**config.mk**
```make
export PLATFORM = sky130hd
export DESIGN_NAME = issue_window
export DESIGN_NICKNAME = d
export VERILOG_FILES = /design/src/rtl/iw_pkg.sv /design/src/rtl/iw_operand.sv /design/src/rtl/iw_slot.sv /design/src/rtl/iw_age_matrix.sv /design/src/rtl/issue_window.sv
export SDC_FILE = /design/constraint.sdc
export NUM_CORES = 1
export LEC_CHECK = 0
export ABC_AREA = 0
export CORE_ASPECT_RATIO = 1.4
export CORE_UTILIZATION = 45
export CTS_CLUSTER_SIZE = 40
export DETAILED_ROUTE_END_ITERATION = 12
export DONT_BUFFER_PORTS = 1
export GPL_TIMING_DRIVEN = 0
export SYNTH_ARGS = -nofsm -noshare
export SYNTH_HDL_FRONTEND = slang
export SYNTH_SLANG_ARGS = --single-unit
```
**constraint.sdc**
```tcl
create_clock -name clk -period 4.11 [get_ports clk]
set_input_delay 0.2055 -clock clk [delete_from_list [all_inputs] [get_ports clk]]
set_output_delay 0.2055 -clock clk [all_outputs]
set_load 0.02 [all_outputs]
```
**src/rtl/iw_pkg.sv**
```systemverilog
package iw_pkg;
   localparam int unsigned IW_DEPTH_DEF  = 4;
   localparam int unsigned IW_NUM_FU_DEF = 2;

   // index width that never collapses to zero bits
   function automatic int unsigned iw_idx_w(input int unsigned n);
      return (n > 1) ? $clog2(n) : 1;
   endfunction
endpackage

```
**src/rtl/iw_operand.sv**
```systemverilog
module iw_operand #(
   parameter int unsigned TAG_W  = 4,
   parameter int unsigned DATA_W = 16
) (
   input  logic              clk,
   input  logic              rst_n,
   input  logic              load,
   input  logic              in_rdy,
   input  logic [TAG_W-1:0]  in_tag,
   input  logic [DATA_W-1:0] in_val,
   input  logic              bc_valid,
   input  logic [TAG_W-1:0]  bc_tag,
   input  logic [DATA_W-1:0] bc_data,
   output logic              rdy,
   output logic [DATA_W-1:0] val
);
   logic [TAG_W-1:0] tag_q;
   logic             hit_new;
   logic             hit_wait;

   assign hit_new  = bc_valid && (bc_tag == in_tag);
   assign hit_wait = bc_valid && !rdy && (bc_tag == tag_q);

   always_ff @(posedge clk) begin
      if (!rst_n) begin
         rdy   <= 1'b0;
         tag_q <= '0;
         val   <= '0;
      end else if (load) begin
         tag_q <= in_tag;
         if (in_rdy) begin
            rdy <= 1'b1;
            val <= in_val;
         end else if (hit_new) begin
            rdy <= 1'b1;
            val <= bc_data;
         end else begin
            rdy <= 1'b0;
         end
      end else if (hit_wait) begin
         rdy <= 1'b1;
         val <= bc_data;
      end
   end


   captured_hold_chk: assert property (@(posedge clk) disable iff (!rst_n)
      (rdy && !load) |=> (rdy && $stable(val)));


   wake_on_match_chk: assert property (@(posedge clk) disable iff (!rst_n)
      (!load && !rdy && bc_valid && bc_tag == tag_q) |=> (rdy && val == $past(bc_data)));
endmodule

```
**src/rtl/iw_slot.sv**
```systemverilog
module iw_slot #(
   parameter int unsigned OPC_W  = 5,
   parameter int unsigned DST_W  = 5,
   parameter int unsigned FU_W   = 1,
   parameter int unsigned TAG_W  = 4,
   parameter int unsigned DATA_W = 16
) (
   input  logic              clk,
   input  logic              rst_n,
   input  logic              flush,
   input  logic              alloc_we,
   input  logic              take,
   input  logic [OPC_W-1:0]  in_opc,
   input  logic [FU_W-1:0]   in_fu,
   input  logic [DST_W-1:0]  in_dst,
   input  logic              in_a_rdy,
   input  logic [TAG_W-1:0]  in_a_tag,
   input  logic [DATA_W-1:0] in_a_val,
   input  logic              in_b_rdy,
   input  logic [TAG_W-1:0]  in_b_tag,
   input  logic [DATA_W-1:0] in_b_val,
   input  logic              bc_valid,
   input  logic [TAG_W-1:0]  bc_tag,
   input  logic [DATA_W-1:0] bc_data,
   output logic              vld,
   output logic              ready,
   output logic [OPC_W-1:0]  opc,
   output logic [FU_W-1:0]   fu,
   output logic [DST_W-1:0]  dst,
   output logic [DATA_W-1:0] a_val,
   output logic [DATA_W-1:0] b_val
);
   localparam int unsigned N_OPND = 2;

   logic [N_OPND-1:0]             op_in_rdy;
   logic [N_OPND-1:0][TAG_W-1:0]  op_in_tag;
   logic [N_OPND-1:0][DATA_W-1:0] op_in_val;
   logic [N_OPND-1:0]             op_rdy;
   logic [N_OPND-1:0][DATA_W-1:0] op_val;

   assign op_in_rdy = {in_b_rdy, in_a_rdy};
   assign op_in_tag = {in_b_tag, in_a_tag};
   assign op_in_val = {in_b_val, in_a_val};

   for (genvar k = 0; k < N_OPND; k++) begin : g_opnd
      iw_operand #(.TAG_W(TAG_W), .DATA_W(DATA_W)) opnd_i (
         .clk      (clk),
         .rst_n    (rst_n),
         .load     (alloc_we),
         .in_rdy   (op_in_rdy[k]),
         .in_tag   (op_in_tag[k]),
         .in_val   (op_in_val[k]),
         .bc_valid (bc_valid),
         .bc_tag   (bc_tag),
         .bc_data  (bc_data),
         .rdy      (op_rdy[k]),
         .val      (op_val[k])
      );
   end

   assign ready = &op_rdy;
   assign a_val = op_val[0];
   assign b_val = op_val[1];

   always_ff @(posedge clk) begin
      if (!rst_n) begin
         vld <= 1'b0;
         opc <= '0;
         fu  <= '0;
         dst <= '0;
      end else begin
         if (flush)         vld <= 1'b0;
         else if (alloc_we) vld <= 1'b1;
         else if (take)     vld <= 1'b0;
         if (alloc_we) begin
            opc <= in_opc;
            fu  <= in_fu;
            dst <= in_dst;
         end
      end
   end


   alloc_into_free_chk: assert property (@(posedge clk) disable iff (!rst_n)
      alloc_we |-> !vld);


   take_when_ready_chk: assert property (@(posedge clk) disable iff (!rst_n)
      take |-> (vld && ready));


   take_frees_chk: assert property (@(posedge clk) disable iff (!rst_n)
      take |=> !vld);
endmodule

```
**src/rtl/iw_age_matrix.sv**
```systemverilog
module iw_age_matrix #(
   parameter int unsigned DEPTH  = 4,
   parameter int unsigned NUM_FU = 2
) (
   input  logic                         clk,
   input  logic                         rst_n,
   input  logic [DEPTH-1:0]             alloc_we,
   input  logic [DEPTH-1:0]             vld,
   input  logic [NUM_FU-1:0][DEPTH-1:0] elig,
   output logic [NUM_FU-1:0][DEPTH-1:0] grant
);
   // older_q[i][j] set: slot i was written before slot j
   logic [DEPTH-1:0][DEPTH-1:0] older_q;

   always_ff @(posedge clk) begin
      if (!rst_n) begin
         older_q <= '0;
      end else begin
         for (int k = 0; k < DEPTH; k++) begin
            if (alloc_we[k]) begin
               for (int j = 0; j < DEPTH; j++) begin
                  if (j != k) begin
                     older_q[k][j] <= 1'b0;
                     older_q[j][k] <= 1'b1;
                  end
               end
            end
         end
      end
   end

   always_comb begin
      grant = '0;
      for (int u = 0; u < NUM_FU; u++) begin
         for (int i = 0; i < DEPTH; i++) begin
            grant[u][i] = elig[u][i];
            for (int j = 0; j < DEPTH; j++) begin
               if (j != i && elig[u][j] && older_q[j][i]) grant[u][i] = 1'b0;
            end
         end
      end
   end

   for (genvar u = 0; u < NUM_FU; u++) begin : g_unit_chk

      one_grant_chk: assert property (@(posedge clk) disable iff (!rst_n)
         $onehot0(grant[u]));

      grant_if_elig_chk: assert property (@(posedge clk) disable iff (!rst_n)
         (|elig[u]) |-> (|grant[u]));
   end

   for (genvar i = 0; i < DEPTH; i++) begin : g_row_chk
      for (genvar j = i + 1; j < DEPTH; j++) begin : g_col_chk

         total_order_chk: assert property (@(posedge clk) disable iff (!rst_n)
            (vld[i] && vld[j]) |-> (older_q[i][j] != older_q[j][i]));
      end
   end
endmodule

```
**src/rtl/issue_window.sv**
```systemverilog
module issue_window import iw_pkg::*; #(
   parameter int unsigned DEPTH  = IW_DEPTH_DEF,
   parameter int unsigned NUM_FU = IW_NUM_FU_DEF,
   parameter int unsigned OPC_W  = 5,
   parameter int unsigned DST_W  = 5,
   parameter int unsigned TAG_W  = 4,
   parameter int unsigned DATA_W = 16,
   localparam int unsigned FU_W  = iw_idx_w(NUM_FU)
) (
   input  logic                          clk,
   input  logic                          rst_n,
   input  logic                          flush,
   input  logic                          alloc_valid,
   input  logic [OPC_W-1:0]              alloc_opc,
   input  logic [FU_W-1:0]               alloc_fu,
   input  logic [DST_W-1:0]              alloc_dst,
   input  logic                          alloc_a_rdy,
   input  logic [TAG_W-1:0]              alloc_a_tag,
   input  logic [DATA_W-1:0]             alloc_a_val,
   input  logic                          alloc_b_rdy,
   input  logic [TAG_W-1:0]              alloc_b_tag,
   input  logic [DATA_W-1:0]             alloc_b_val,
   output logic                          alloc_stall,
   input  logic                          bc_valid,
   input  logic [TAG_W-1:0]              bc_tag,
   input  logic [DATA_W-1:0]             bc_data,
   input  logic [NUM_FU-1:0]             fu_busy,
   output logic [NUM_FU-1:0]             iss_valid,
   output logic [NUM_FU-1:0][OPC_W-1:0]  iss_opc,
   output logic [NUM_FU-1:0][DST_W-1:0]  iss_dst,
   output logic [NUM_FU-1:0][DATA_W-1:0] iss_a,
   output logic [NUM_FU-1:0][DATA_W-1:0] iss_b
);
   localparam int unsigned IDX_W = iw_idx_w(DEPTH);

   if (DEPTH < 2)  begin : g_bad_depth  $error("issue_window: DEPTH must be at least 2");  end
   if (NUM_FU < 1) begin : g_bad_units  $error("issue_window: NUM_FU must be at least 1"); end
   if (TAG_W < 1)  begin : g_bad_tag    $error("issue_window: TAG_W must be at least 1");  end
   if (DATA_W < 1) begin : g_bad_data   $error("issue_window: DATA_W must be at least 1"); end

   logic [DEPTH-1:0]              s_vld, s_rdy, alloc_we, take;
   logic [DEPTH-1:0][OPC_W-1:0]   s_opc;
   logic [DEPTH-1:0][FU_W-1:0]    s_fu;
   logic [DEPTH-1:0][DST_W-1:0]   s_dst;
   logic [DEPTH-1:0][DATA_W-1:0]  s_a, s_b;
   logic [NUM_FU-1:0][DEPTH-1:0]  elig, grant;
   logic [IDX_W-1:0]              free_idx;
   logic                          alloc_fire;

   assign alloc_stall = &s_vld;
   assign alloc_fire  = alloc_valid && !alloc_stall && !flush;

   // lowest free slot
   always_comb begin
      free_idx = '0;
      for (int i = DEPTH - 1; i >= 0; i--) begin
         if (!s_vld[i]) free_idx = IDX_W'(i);
      end
   end

   for (genvar i = 0; i < DEPTH; i++) begin : g_slot
      assign alloc_we[i] = alloc_fire && (free_idx == IDX_W'(i));

      iw_slot #(
         .OPC_W(OPC_W), .DST_W(DST_W), .FU_W(FU_W), .TAG_W(TAG_W), .DATA_W(DATA_W)
      ) slot_i (
         .clk      (clk),
         .rst_n    (rst_n),
         .flush    (flush),
         .alloc_we (alloc_we[i]),
         .take     (take[i]),
         .in_opc   (alloc_opc),
         .in_fu    (alloc_fu),
         .in_dst   (alloc_dst),
         .in_a_rdy (alloc_a_rdy),
         .in_a_tag (alloc_a_tag),
         .in_a_val (alloc_a_val),
         .in_b_rdy (alloc_b_rdy),
         .in_b_tag (alloc_b_tag),
         .in_b_val (alloc_b_val),
         .bc_valid (bc_valid),
         .bc_tag   (bc_tag),
         .bc_data  (bc_data),
         .vld      (s_vld[i]),
         .ready    (s_rdy[i]),
         .opc      (s_opc[i]),
         .fu       (s_fu[i]),
         .dst      (s_dst[i]),
         .a_val    (s_a[i]),
         .b_val    (s_b[i])
      );

      for (genvar u = 0; u < NUM_FU; u++) begin : g_elig
         assign elig[u][i] = s_vld[i] && s_rdy[i] && (s_fu[i] == FU_W'(u))
                             && !fu_busy[u] && !flush;
      end
   end

   iw_age_matrix #(.DEPTH(DEPTH), .NUM_FU(NUM_FU)) age_i (
      .clk      (clk),
      .rst_n    (rst_n),
      .alloc_we (alloc_we),
      .vld      (s_vld),
      .elig     (elig),
      .grant    (grant)
   );

   always_comb begin
      take = '0;
      for (int u = 0; u < NUM_FU; u++) take = take | grant[u];
   end

   always_comb begin
      iss_valid = '0;
      iss_opc   = '0;
      iss_dst   = '0;
      iss_a     = '0;
      iss_b     = '0;
      for (int u = 0; u < NUM_FU; u++) begin
         iss_valid[u] = |grant[u];
         for (int i = 0; i < DEPTH; i++) begin
            if (grant[u][i]) begin
               iss_opc[u] = iss_opc[u] | s_opc[i];
               iss_dst[u] = iss_dst[u] | s_dst[i];
               iss_a[u]   = iss_a[u]   | s_a[i];
               iss_b[u]   = iss_b[u]   | s_b[i];
            end
         end
      end
   end


   no_write_when_full_chk: assert property (@(posedge clk) disable iff (!rst_n)
      alloc_stall |-> (alloc_we == '0));


   single_write_chk: assert property (@(posedge clk) disable iff (!rst_n)
      $onehot0(alloc_we));


   flush_empties_chk: assert property (@(posedge clk) disable iff (!rst_n)
      flush |=> (!alloc_stall && s_vld == '0));


   flush_no_issue_chk: assert property (@(posedge clk) disable iff (!rst_n)
      flush |-> (iss_valid == '0));

   for (genvar u = 0; u < NUM_FU; u++) begin : g_busy_chk

      busy_blocks_chk: assert property (@(posedge clk) disable iff (!rst_n)
         fu_busy[u] |-> !iss_valid[u]);
   end
endmodule

```
==> impl_metrics.tcl, run 1 <==
set metrics [dict create \
    fin_ws_ns 0.541 \
    worstPathArrival_ns 3.36 \
    numCtsBuffers 25 \
    post_cts_buffers 0 \
    first_pass_iters 5 \
    dieHeight_um 202 \
    avgSynthCellArea_um2 8.22 \
    grt_pass1_wl_mm 78.8 \
    reg2reg_depth 6 \
    hold_violations 0 \
    synthSimpleGateAreaFrac_pct 17.9 \
    wl_mm 52.7 \
    synth_compound_area_share_pct 25.8 \
    pre_cts_slack_ns 1.17 \
    post_dp_cell_area_mm2 0.0134 \
    grt_max_degree 14 \
    grt_setup_unrepaired "no" \
    viasPerCell 6.23 \
    io_pins 167 \
    clk_latency_ns 0.56 \
    rows 73 \
    slew_viol_final 0 \
    wl_per_cell_um 26.2 \
    slew_headroom_pct 25.1 \
    fin_setup_tns_ns 0 \
    cp.required_ns 3.90 \
    antenna_found_initial 1 \
    worst_slew_pin_slew_ns 1.12 \
    fin_area_mm2 0.0144 \
    worst_ir_drop_vdd_mv 0.322 \
    drc 0 \
    min_to "g_slot[0].slot_i.g_opnd[0].opnd_i.rdy" \
    path_clk_slew_ns 0.07 \
    place_congestion 0.963 \
    cts-htree-levels 1 \
    hold_buffers 20 \
    core_area_mm2 0.0283 \
    min_from "bc_valid" \
    diodes 0 \
    synthMuxAreaShare_pct 12.4 \
    yosysTopAreaCellShare_pct 35.4 \
    synth.distinct_cells 56 \
    crit_type "reg -> out" \
    cellPowerDensity_mw_per_mm2 368 \
    synth_fa_ha_area_share_pct 0 \
    dp_hpwl_mm 38.3 \
    final_cell_mix "nand2_1 (468), dfxtp_1 (228), mux2i_1 (160)" \
    numClockSinks 228 \
    nets 1696 \
    synthTopCellsByArea "dfxtp_1 (35%), nand2_1 (14%), mux2i_1 (12%)" \
    regArea_mm2 0.00456 \
    ys_warn_count 0 \
    total_power_mw 5.31 \
    timing.rr.start "g_slot[1].slot_i.vld" \
    synth_top_family_by_area "compound AO/OA/AOI/OAI gates" \
    syn_to_final_growth_pct 11.9 \
    hold_path.class "in -> reg" \
    synth_seq_area_share_pct 35.4 \
    ant_nets 0 \
    drtIter0Drc 1051 \
    grt.total_usage_pct 35.6 \
    drive_gt1_share_pct 7.28 \
    synth.largest_area_cell "dfxtp_1" \
    syn_inst 1569 \
    die-area_mm2 0.0294 \
    worst-path-max-fanout 10 \
    startpoint_type "flip-flop" \
    setup_viol 0 \
    cts_max_path_buffers 3 \
    vias 12500 \
    cts_root_buf "clkbuf_16" \
    drv_cap 0 \
    fin_crit_ns 3.57 \
    max_freq_mhz 280 \
    endpoint_kind "output pin" \
    final_common_cell "nand2_1" \
    rr_endpoint "g_slot[2].slot_i.vld" \
    min_period_over_period_pct 86.8 \
    port_buffers 0 \
    grt-ovfl-total 0 \
    synth_xor_area_share_pct 2.51 \
    cts_tree "yes" \
    reg2reg_slack_ns 1.47 \
    fin_hold_ws_ns 0.00940 \
    startpoint "g_slot[1].slot_i.vld" \
    syn_area_mm2 0.0129 \
    start_util_pct 45.6 \
    cts_resized 0 \
    status "finished clean" \
    syn-num-nets 1649 \
    multiInputGateArea_mm2 0.00755 \
    leakage_nw 5.84 \
    die_x_um 145 \
    hold_depth 3 \
    fin_skew_ns 0.0203 \
    grt_pass1_vias 12500 \
    n_fill_cell 2774 \
    ys_seq_elements 228 \
]
## metrics by stage
step                instances  util, %
finish                   2010     51.0
global route             2010     51.0
CTS                      2010     51.0
detailed placement       1944     47.2
global placement         1944     47.2
floorplan                1569        -
## final cells by class
type | count | share of cell area, %
buffer | 156 | 5.24
tap | 375 | 3.25
sequential | 228 | 31.6
inverter | 7 | 0.182
clock buffer | 38 | 5.02
clock inverter | 8 | 1.02
timing repair buffer | 20 | 1.39
multi-input combinational | 1178 | 52.3
## cells by family after synthesis
kind of cell | after synthesis
AOI/OAI and AO/OA | 420
xor gates and xnor gates | 37
buffers and inverters | 163
DFF | 228
muxes | 160
and+or+nand+nor | 561
## cells in the mapped netlist, drive strengths merged
| library cell | n |
|---|---|
| nor2b | 9 |
| and3 | 3 |
| nor4 | 1 |
| a32oi | 1 |
| xnor2 | 29 |
| a22o | 42 |
| o311ai | 1 |
| nand2b | 2 |
| o31ai | 1 |
| nand4 | 2 |
| a21boi | 77 |
| dfxtp | 228 |
| o32ai | 3 |
| o221a | 4 |
| inv | 7 |
| nand3 | 14 |
| or4 | 3 |
| a31oi | 1 |
| and4b | 5 |
| nand2 | 473 |
| a22oi | 86 |
| nor4bb | 1 |
| o211ai | 97 |
| or3b | 1 |
| o2bb2a | 1 |
| o41ai | 8 |
| nand4b | 1 |
| xor2 | 8 |
| mux2i | 160 |
| nor2 | 36 |
| o21bai | 2 |
| and2 | 2 |
| clkbuf | 99 |
| o22ai | 1 |
| o21ai | 9 |
| a21oi | 37 |
| and4 | 5 |
| a221oi | 2 |
| a221o | 43 |
| nor3 | 2 |
| buf | 57 |
| nand4bb | 1 |
| o211a | 4 |
## state kept, by name (all words and copies together) (netlist names)
name	flops
g_slot.slot_i.dst	20
g_slot.slot_i.g_opnd.opnd_i.val	128
g_slot.slot_i.opc	20
g_slot.slot_i.g_opnd.opnd_i.tag_q	32
g_slot.slot_i.vld	4
g_slot.slot_i.fu	4
g_slot.slot_i.g_opnd.opnd_i.rdy	8
age_i.older_q	12
## worst max-delay path by stage
stage / cells after the start / endpoint / slack (ns)
3_3_place_gp: 6 / iss_a[14] / 1.19
5_1_grt: 6 / iss_b[14] / 0.43
6_report: 6 / iss_a[5] / 0.54
2_1_floorplan: 7 / iss_b[15] / 2.18
3_5_place_dp: 6 / iss_a[5] / 1.17
4_1_cts: 6 / iss_a[5] / 0.59
## layer usage
layer	global-route usage, %	vias up	routed length, µm
li1	-	5714	-
met1	40.5	5969	19600
met2	60.3	629	25300
met3	6.50	204	4030
met4	24.7	2	3690
met5	0	-	15
## worst max-delay path, stage by stage, from the launching register on
cell and delay, ns:
dfxtp_1 0.39, and4b_1 0.33, nand3_1 0.11, nand4_1 0.10, a21oi_1 0.81, clkbuf_1 0.61, a221o_1 0.44
## report_power, final
group	internal (mW)	switching, mW
registers	2.26	0.0490
clock network	1.47	1.01
logic	0.172	0.344
total	3.90	1.40
Note: power is estimated with default switching activity, not from simulation.
==> inputs of run 2 (changes only) <==
--- a/config.mk
+++ b/config.mk
@@ -6,12 +6,16 @@
 export NUM_CORES = 1
 export LEC_CHECK = 0
 export ABC_AREA = 0
+export CELL_PAD_IN_SITES_DETAIL_PLACEMENT = 2
+export CELL_PAD_IN_SITES_GLOBAL_PLACEMENT = 2
 export CORE_ASPECT_RATIO = 1.4
-export CORE_UTILIZATION = 45
+export CORE_UTILIZATION = 41
 export CTS_CLUSTER_SIZE = 40
 export DETAILED_ROUTE_END_ITERATION = 12
 export DONT_BUFFER_PORTS = 1
+export GPL_ROUTABILITY_DRIVEN = 0
 export GPL_TIMING_DRIVEN = 0
+export PLACE_DENSITY_LB_ADDON = 0.1
 export SYNTH_ARGS = -nofsm -noshare
 export SYNTH_HDL_FRONTEND = slang
 export SYNTH_SLANG_ARGS = --single-unit
==> impl_metrics.tcl, run 2 (same netlist as run 1, synthesis figures left out) <==
set metrics [dict create \
    grt_busiest_layer "met2" \
    fin_ws_ns 0.439 \
    cp_num_buf_inv 2 \
    largest_reg_flops 128 \
    min_to "g_slot[0].slot_i.g_opnd[0].opnd_i.rdy" \
    path_clk_slew_ns 0.06 \
    min_period_over_period_pct 89.3 \
    core_area_mm2 0.0309 \
    leakage_nw 5.85 \
    grt-ovfl-total 0 \
    slew_viol_final 0 \
    regMostFlops "g_slot.slot_i.g_opnd.opnd_i.val" \
    endpoint_kind "output pin" \
    reg2reg_depth 6 \
    grtUsageMet2_pct 70.8 \
    worst-path-max-fanout 10 \
    grt_setup_unrepaired "no" \
    pre_cts_slack_ns 1.14 \
    die_x_um 152 \
    fin_setup_tns_ns 0 \
    nets 1698 \
    crit_type "reg -> out" \
    grt_pass1_vias 14500 \
    numCtsBuffers 26 \
    cts-htree-levels 1 \
    ant_nets 0 \
    hold_depth 4 \
    cts_max_path_buffers 3 \
    layout.cells.non_filler 2027 \
    grt.total_usage_pct 38.8 \
    drive_gt1_share_pct 7.46 \
    cts_tree "yes" \
    worstPathArrival_ns 3.47 \
    pwr-share-seq_pct 43.5 \
    rows 76 \
    cts_resized 0 \
    slowest_delay_ns 0.89 \
    final_cell_mix "nand2_1 (468), dfxtp_1 (228), mux2i_1 (160)" \
    vias 13200 \
    dp_hpwl_mm 45.9 \
    hold_path.class "in -> reg" \
    cp.required_ns 3.90 \
    cts_root_buf "clkbuf_16" \
    cellPowerDensity_mw_per_mm2 368 \
    io_pins 167 \
    fin_area_mm2 0.0145 \
    violations "design-rule violations" \
    gr-usage-met1_pct 40.0 \
    dp_cells 1959 \
    drc 16 \
    fin_crit_ns 3.67 \
    setup_viol 0 \
    min_from "alloc_a_tag[1]" \
    hold_violations 0 \
    rr_endpoint "g_slot[2].slot_i.vld" \
    worstPathCellList "clkbuf_2 > and4_1 > o211ai_1 > a221oi_2 > buf_2 > a22oi_1 > nand2_1" \
    max_freq_mhz 272 \
    slew_headroom_pct 20.0 \
    p_int_mw 3.86 \
    status "finished with violations" \
    first_pass_iters 10 \
    combPwrFrac_pct 10.2 \
    wl_per_cell_um 31.2 \
    slowest_stage "a221oi_2" \
    clk_latency_ns 0.58 \
    fin_skew_ns 0.0258 \
    syn_to_final_growth_pct 12.2 \
    post_dp_cell_area_mm2 0.0134 \
    viasPerCell 6.52 \
    numClockSinks 228 \
    final_common_cell "nand2_1" \
    hold_buffers 21 \
    p_sw_share_pct 27.5 \
    post_cts_buffers 0 \
    drv_cap 0 \
    use_met3_pct 6.47 \
    worst_ir_drop_vdd_mv 0.263 \
    reg2reg_slack_ns 1.42 \
    port_buffers 0 \
    dieHeight_um 212 \
    total_power_mw 5.32 \
    antenna_found_initial 1 \
    drtIter0Drc 841 \
    clkPwrFrac_pct 46.2 \
    start_util_pct 41.7 \
    startpoint_type "flip-flop" \
    grt_max_degree 14 \
    grt_pass1_wl_mm 92.8 \
    wl_mm 63.2 \
    switchingPower_mw 1.46 \
    path_delay_family "compound AO/OA/AOI/OAI gates" \
    die-area_mm2 0.0322 \
    worst_slew_pin_slew_ns 1.20 \
    timing.rr.start "g_slot[1].slot_i.vld" \
    top_regs "g_slot.slot_i.g_opnd.opnd_i.val: 128 flops, g_slot.slot_i.g_opnd.opnd_i.tag_q: 32 flops" \
]
## run 2: tightest hold or removal path, stage by stage
cell     delay [ns]
xnor2_1        0.05
nand2_1        0.10
o21ai_1        0.09
o211a_1        0.12
## run 2: per-layer routing
metal	part of all wire [%]	vias to the layer above
li1	-	5719
met3	5.8	242
met1	36	6714
met5	0	-
met2	50	550
met4	7.7	0
## run 2: power by group through the flow
stage	logic (mW)	registers, mW	clock network (mW)
after floorplan	0.328	2.35	0
after global placement	0.487	2.36	0
after detailed placement	0.502	2.36	0
after CTS	0.536	2.32	2.48
after global routing	0.571	2.32	2.55
final	0.545	2.32	2.46
## run 2: worst max path at each step
stage / from / to / slack [ns] / cells after the start
final: g_slot[0].slot_i.vld / iss_opc[6] / 0.44 / 7
after global routing: g_slot[0].slot_i.vld / iss_a[29] / 0.40 / 7
after CTS: g_slot[1].slot_i.vld / iss_a[14] / 0.54 / 6
after detailed placement: g_slot[1].slot_i.vld / iss_a[14] / 1.14 / 6
after global placement: g_slot[1].slot_i.vld / iss_a[0] / 1.15 / 6
after floorplan: g_slot[1].slot_i.vld / iss_b[15] / 2.18 / 7
## run 2: area by class of cell
cell class / instances / area (µm²)
fillers: 3472 / 16400
multi-input cells: 1178 / 7550
flip-flops and latches: 228 / 4560
plain buffers: 156 / 757
clock buffers: 35 / 724
well taps: 390 / 488
repair buffers: 21 / 210
clock inverters: 11 / 144
inverters: 7 / 26.3
diodes: 1 / 2.50
## run 2: per-stage QoR
| step | util, % | hold WS, ns |
|---|---|---|
| floorplan | - | 0.350 |
| global placement | 43.3 | 0.353 |
| detailed placement | 43.3 | 0.366 |
| CTS | 46.8 | 0.0471 |
| global route | 46.8 | 0.0767 |
| finish | 46.8 | 0.0570 |
